File: src/rtl/flash_poll_pkg.sv
package flash_poll_pkg;

  // Confirmation phase after a suspicious failure flag
  typedef enum logic [1:0] {
    CF_NONE   = 2'd0,
    CF_FIRST  = 2'd1,
    CF_SECOND = 2'd2
  } confirm_t;

  // Action taken on an accepted response
  typedef enum logic [2:0] {
    ACT_ISSUE,
    ACT_CONFIRM,
    ACT_PASS,
    ACT_FAIL,
    ACT_TMO
  } act_t;

endpackage

File: src/rtl/flash_poll_req.sv
// Holds one read request on a valid/ready channel until it is accepted.
module flash_poll_req #(
  parameter int AW = 16
) (
  input  logic          clk,
  input  logic          rst_n,
  input  logic          load,
  input  logic [AW-1:0] load_addr,
  input  logic          issue,
  input  logic          ready,
  output logic          valid,
  output logic [AW-1:0] addr,
  output logic          fire
);

  assign fire = valid & ready;

  always_ff @(posedge clk or negedge rst_n) begin
    if (!rst_n) begin
      valid <= 1'b0;
      addr  <= '0;
    end else begin
      if (load)
        addr <= load_addr;
      if (issue)
        valid <= 1'b1;
      else if (fire)
        valid <= 1'b0;
    end
  end

endmodule

File: src/rtl/flash_poll_classify.sv
// Compares a fresh status byte with the previous one.
module flash_poll_classify #(
  parameter int DW      = 8,
  parameter int TGL_BIT = 6,
  parameter int ERR_BIT = 5
) (
  input  logic [DW-1:0] cur,
  input  logic [DW-1:0] prev,
  output logic          same,
  output logic          toggled,
  output logic          err
);

  logic [DW-1:0] diff;

  generate
    if (TGL_BIT >= DW || ERR_BIT >= DW) begin : g_bad
      initial $error("status bit index outside data width");
    end
  endgenerate

  assign diff    = cur ^ prev;
  assign same    = (diff == '0);
  assign toggled = diff[TGL_BIT];
  assign err     = cur[ERR_BIT];

endmodule

File: src/rtl/flash_poll_watchdog.sv
// Counts reads of a run and flags the last one allowed.
module flash_poll_watchdog #(
  parameter int LIMIT = 4096
) (
  input  logic clk,
  input  logic rst_n,
  input  logic clr,
  input  logic tick,
  output logic last_allowed
);

  localparam int CW = $clog2(LIMIT + 1);

  logic [CW-1:0] cnt;

  assign last_allowed = (cnt == CW'(LIMIT - 1));

  always_ff @(posedge clk or negedge rst_n) begin
    if (!rst_n)
      cnt <= '0;
    else if (clr)
      cnt <= '0;
    else if (tick && !last_allowed)
      cnt <= cnt + 1'b1;
  end

endmodule

File: src/rtl/flash_poll_top.sv
module flash_poll_top
  import flash_poll_pkg::*;
#(
  parameter int AW         = 16,
  parameter int DW         = 8,
  parameter int TGL_BIT    = 6,
  parameter int ERR_BIT    = 5,
  parameter int POLL_LIMIT = 4096
) (
  input  logic          clk,
  input  logic          rst_n,
  input  logic          go,
  input  logic [AW-1:0] go_addr,
  output logic          req_valid,
  input  logic          req_ready,
  output logic [AW-1:0] req_addr,
  input  logic          rsp_valid,
  input  logic [DW-1:0] rsp_data,
  output logic          done,
  output logic          pass,
  output logic          timeout,
  output logic [DW-1:0] last_data
);

  logic     busy;
  logic     first;
  confirm_t conf;
  logic     start;
  logic     take;
  logic     issue;
  logic     fire;
  logic     same, toggled, err;
  logic     wd_last;
  act_t     act;

  assign start = go && !busy;
  assign take  = busy && !req_valid && rsp_valid;

  flash_poll_req #(.AW(AW)) u_req (
    .clk       (clk),
    .rst_n     (rst_n),
    .load      (start),
    .load_addr (go_addr),
    .issue     (issue),
    .ready     (req_ready),
    .valid     (req_valid),
    .addr      (req_addr),
    .fire      (fire)
  );

  flash_poll_classify #(.DW(DW), .TGL_BIT(TGL_BIT), .ERR_BIT(ERR_BIT)) u_cls (
    .cur     (rsp_data),
    .prev    (last_data),
    .same    (same),
    .toggled (toggled),
    .err     (err)
  );

  flash_poll_watchdog #(.LIMIT(POLL_LIMIT)) u_wd (
    .clk          (clk),
    .rst_n        (rst_n),
    .clr          (start),
    .tick         (take),
    .last_allowed (wd_last)
  );

  // Verdict for the response being taken this cycle
  always_comb begin
    act = ACT_ISSUE;
    if (conf == CF_FIRST)
      act = ACT_ISSUE;
    else if (conf == CF_SECOND)
      act = toggled ? ACT_FAIL : ACT_PASS;
    else if (first)
      act = ACT_ISSUE;
    else if (same)
      act = ACT_PASS;
    else if (toggled && err)
      act = ACT_CONFIRM;
    else if (wd_last)
      act = ACT_TMO;
    else
      act = ACT_ISSUE;
  end

  assign issue = start || (take && (act == ACT_ISSUE || act == ACT_CONFIRM));

  always_ff @(posedge clk or negedge rst_n) begin
    if (!rst_n) begin
      busy      <= 1'b0;
      first     <= 1'b0;
      conf      <= CF_NONE;
      done      <= 1'b0;
      pass      <= 1'b0;
      timeout   <= 1'b0;
      last_data <= '0;
    end else begin
      done <= 1'b0;
      if (start) begin
        busy    <= 1'b1;
        first   <= 1'b1;
        conf    <= CF_NONE;
        pass    <= 1'b0;
        timeout <= 1'b0;
      end else if (take) begin
        last_data <= rsp_data;
        first     <= 1'b0;
        unique case (act)
          ACT_CONFIRM: conf <= CF_FIRST;
          ACT_ISSUE: begin
            if (conf == CF_FIRST)
              conf <= CF_SECOND;
          end
          ACT_PASS, ACT_FAIL, ACT_TMO: begin
            busy    <= 1'b0;
            conf    <= CF_NONE;
            done    <= 1'b1;
            pass    <= (act == ACT_PASS);
            timeout <= (act == ACT_TMO);
          end
          default: ;
        endcase
      end
    end
  end

endmodule

File: config.mk
export PLATFORM = sky130hd
export DESIGN_NAME = flash_poll_top
export DESIGN_NICKNAME = d
export VERILOG_FILES = /design/src/rtl/flash_poll_pkg.sv /design/src/rtl/flash_poll_req.sv /design/src/rtl/flash_poll_classify.sv /design/src/rtl/flash_poll_watchdog.sv /design/src/rtl/flash_poll_top.sv
export SDC_FILE = /design/constraint.sdc
export NUM_CORES = 1
export LEC_CHECK = 0
export BUFFER_PORTS_ARGS = -buffer_cell sky130_fd_sc_hd__clkbuf_2
export CAP_MARGIN = 5
export CORE_AREA = 5 5 80 82
export DETAILED_ROUTE_END_ITERATION = 6
export DIE_AREA = 0 0 85 87
export PLACE_DENSITY = 0.63
export SYNTH_ARGS = -nofsm -noshare
export SYNTH_HDL_FRONTEND = slang
export SYNTH_SLANG_ARGS = --single-unit
File: constraint.sdc
create_clock -name clk -period 4.5 [get_ports clk]
set_input_delay 0.45 -clock clk [delete_from_list [all_inputs] [get_ports clk]]
set_output_delay 0.45 -clock clk [all_outputs]
set_load 0.01 [all_outputs]
==> impl_results.md <==
* Measured slew at the worst slew-check pin at 1040 ps
* CP arrival at 2140 ps
* Largest net degree at the start of global routing at 46
* Most instantiated library cell after synthesis: nand2_1
* Max Clock Freq at 0.500 GHz
* Drt drc at 0
* Routed Antenna Nets at 0
* Clock Tree Buf Depth at 2
* Post-DP HPWL at 3200 um
* Routed len/inst at 12.1 um
* IO buf count at 56
* Area Overhead vs Synth at 20.5%
* Core area at 5680 um^2
* Number of setup violations in the final report at 0
* Post-CTS sizing at 0
* Worst-path fanout max at 18
* Critical path origin: u_req.valid
* EDFF count, synth at 0
* Ranking of synthesized cells by area: dfrtp_1, nand2_1, xor2_1
* Syn nets at around 270
* Slew Viols, Final at 0
* Post-synthesis instance area at ~2100 um^2
* Setup crit end: u_wd.cnt[8]
* # H-tree levels at 2
* Synth area leader: dfrtp_1
* GPL Wtd Cong at 0.812
* Mapped Cells at approximately 240
* Fin. Hold Viols at 0
* Vias at 1741
* Final core occ at 45.2%
* Antenna cell count at 0
* Lkg Pwr at 1.34 nW
* Die width at 85 um
* DRT iter0 DRCs at 100
* Post-CTS Hold Buffers at 0
* First-pass GRT wire length at 7710 um
* Layout Nets at 320
* Initial Util at approximately 38%
* Worst r2r dst: u_wd.cnt[8]
* Site row count at 28
* Layout cells sized above 1 at 24.1%
* Initial antenna violation count at 0
* Die area at between 7000 and 8000 um^2
* Vias per cell at about 4.8
* Die height at 87 um
* Root buf cell: clkbuf_8
* Top Ports at 57
* Clock Sinks at 45
* Clock Skew at between 7 and 8 ps
* Share of the synthesized area in the top cell type at 52.8%
* Critical path startpoint category: flip-flop
* Sequential fraction of the synthesis area at roughly 53%
* Tmin final at 2000 ps
* Mean Syn Cell Area at approximately 9.1 um^2
* TritonCTS buffer count at 5
* CP Class: reg -> reg
* Reg2reg start: u_req.valid
* VDD IR max at around 0.29 mV
* Req. time, crit path at 4640 ps
* Status: finished, final reports clean
* Vias in the first global route at 1715
* Critical Path End Type: flip-flop
* R2r setup slk at 2500 ps
* CTS tree: done
* Max Cap Violations at 0
* RSZ-0062 raised after global routing: false
* Routed wire length at 4430 um
* R2R cell count at 5
* Setup TNS at 0 ps
* GRT overflow at 0
* Ys async rst share at 100%
* Yosys warning total at 0
* Clk_lat worst skew at 290 ps
* Router iterations before antenna repair at 4
* Synth Register Bits at between 40 and 50
* Hold WC Path Type: in -> async
* Total GRT Usage at 12.8%
* Rel. slew slack at 31.0%
* PwrDens at 564 nW/um^2
* Main synth FF type: dfrtp_1
* Post-CTS Setup Bufs at 0
* Clock transition at path regs at 80 ps
* Post-synth top cells: nand2_1, dfrtp_1, nor2_1, clkbuf_1, xor2_1
* Distinct cells, synth at 38
* Period utilization at 44.5%
-- state kept, by name (all words and copies together) (netlist names) --
name         count
first            1
conf             2
busy             1
u_req.addr      16
u_wd.cnt        13
pass             1
u_req.valid      1
timeout          1
done             1
last_data        8
-- through the flow --
stage | total power [W] | area (um^2) | std cells | hold WS, ps | setup WS, ps
2_1_floorplan | 0.00101 | 2130 | 235 | 154 | 3020
3_3_place_gp | 0.00120 | 2480 | 358 | 460 | 2470
3_5_place_dp | 0.00121 | 2480 | 358 | 467 | 2400
4_1_cts | 0.00147 | 2570 | 365 | 252 | 2500
5_1_grt | 0.00157 | 2570 | 365 | 283 | 2280
6_report | 0.00145 | 2570 | 365 | 226 | 2500
-- kinds of logic (layout without fill, tap and decap cells) --
group                    count (synthesis)  count (layout)  synth area share (%)
AND/OR/NAND/NOR                        134             134                  29.2
flip-flops                              45              45                  52.8
AO/OA/AOI/OAI                           27              27                  8.34
XOR/XNOR                                14              14                  5.75
buffers and inverters                   12              67                  2.29
multiplexers                             2               2                 0.940
adder cells (fa/ha/maj)                  1               1                 0.587
-- power breakdown --
group,internal (W),switching [W],total (W)
Clock,0.000121,0.000128,0.000250
Combinational,0.000218,0.000317,0.000535
Sequential,0.000548,0.000115,0.000663
-- critical path, stage by stage, from the launching register on --
cell and delay (ps):
dfrtp_1 400, and3b_1 620, nand4_1 290, nor3b_1 330
xnor2_1 160, nor2_1 60
-- final cells by class --
class	count	area, um^2
Multi-Input combinational cell	178	958
Timing Repair Buffer	57	288
Fill cell	585	3110
Sequential cell	45	1130
Tap cell	75	93.8
Inverter	3	11.3
Clock inverter	1	7.51
Clock buffer	6	82.6
-- how the worst min path moves through the flow --
stage                                 to  slack [ps]  cells after the start
final                       last_data[0]         230                      2
after global routing        last_data[0]         280                      2
after CTS                   last_data[0]         250                      2
after detailed placement   u_req.addr[5]         470                      2
after global placement    u_req.addr[15]         460                      2
after floorplan                     busy         150                      0
-- routing by layer --
metal	up-vias	global-route usage, %	share of wire, %
met3	6	2.65	3.6
met1	807	16.8	48
li1	895	-	-
met5	-	0	0
met4	0	4.75	1.7
met2	33	20.8	47
-- placed cells by master (no fill, tap or decap), drive strengths merged, types with 2 or more instances in the layout --
cell type and n:
inv 3, nor4 3, and3 2, nand3 5, o211ai 2, a211oi 3
nand2b 2, nand4 5, nor4b 2, xnor2 6, nand3b 2, a31oi 3
a21oi 5, nor2 14, o21ai 6, dfrtp 45, mux2i 2, nor2b 3
xor2 8, o22ai 3, clkbuf 62, nand2 87, nor3 5
(Power assumes the default switching activity.)
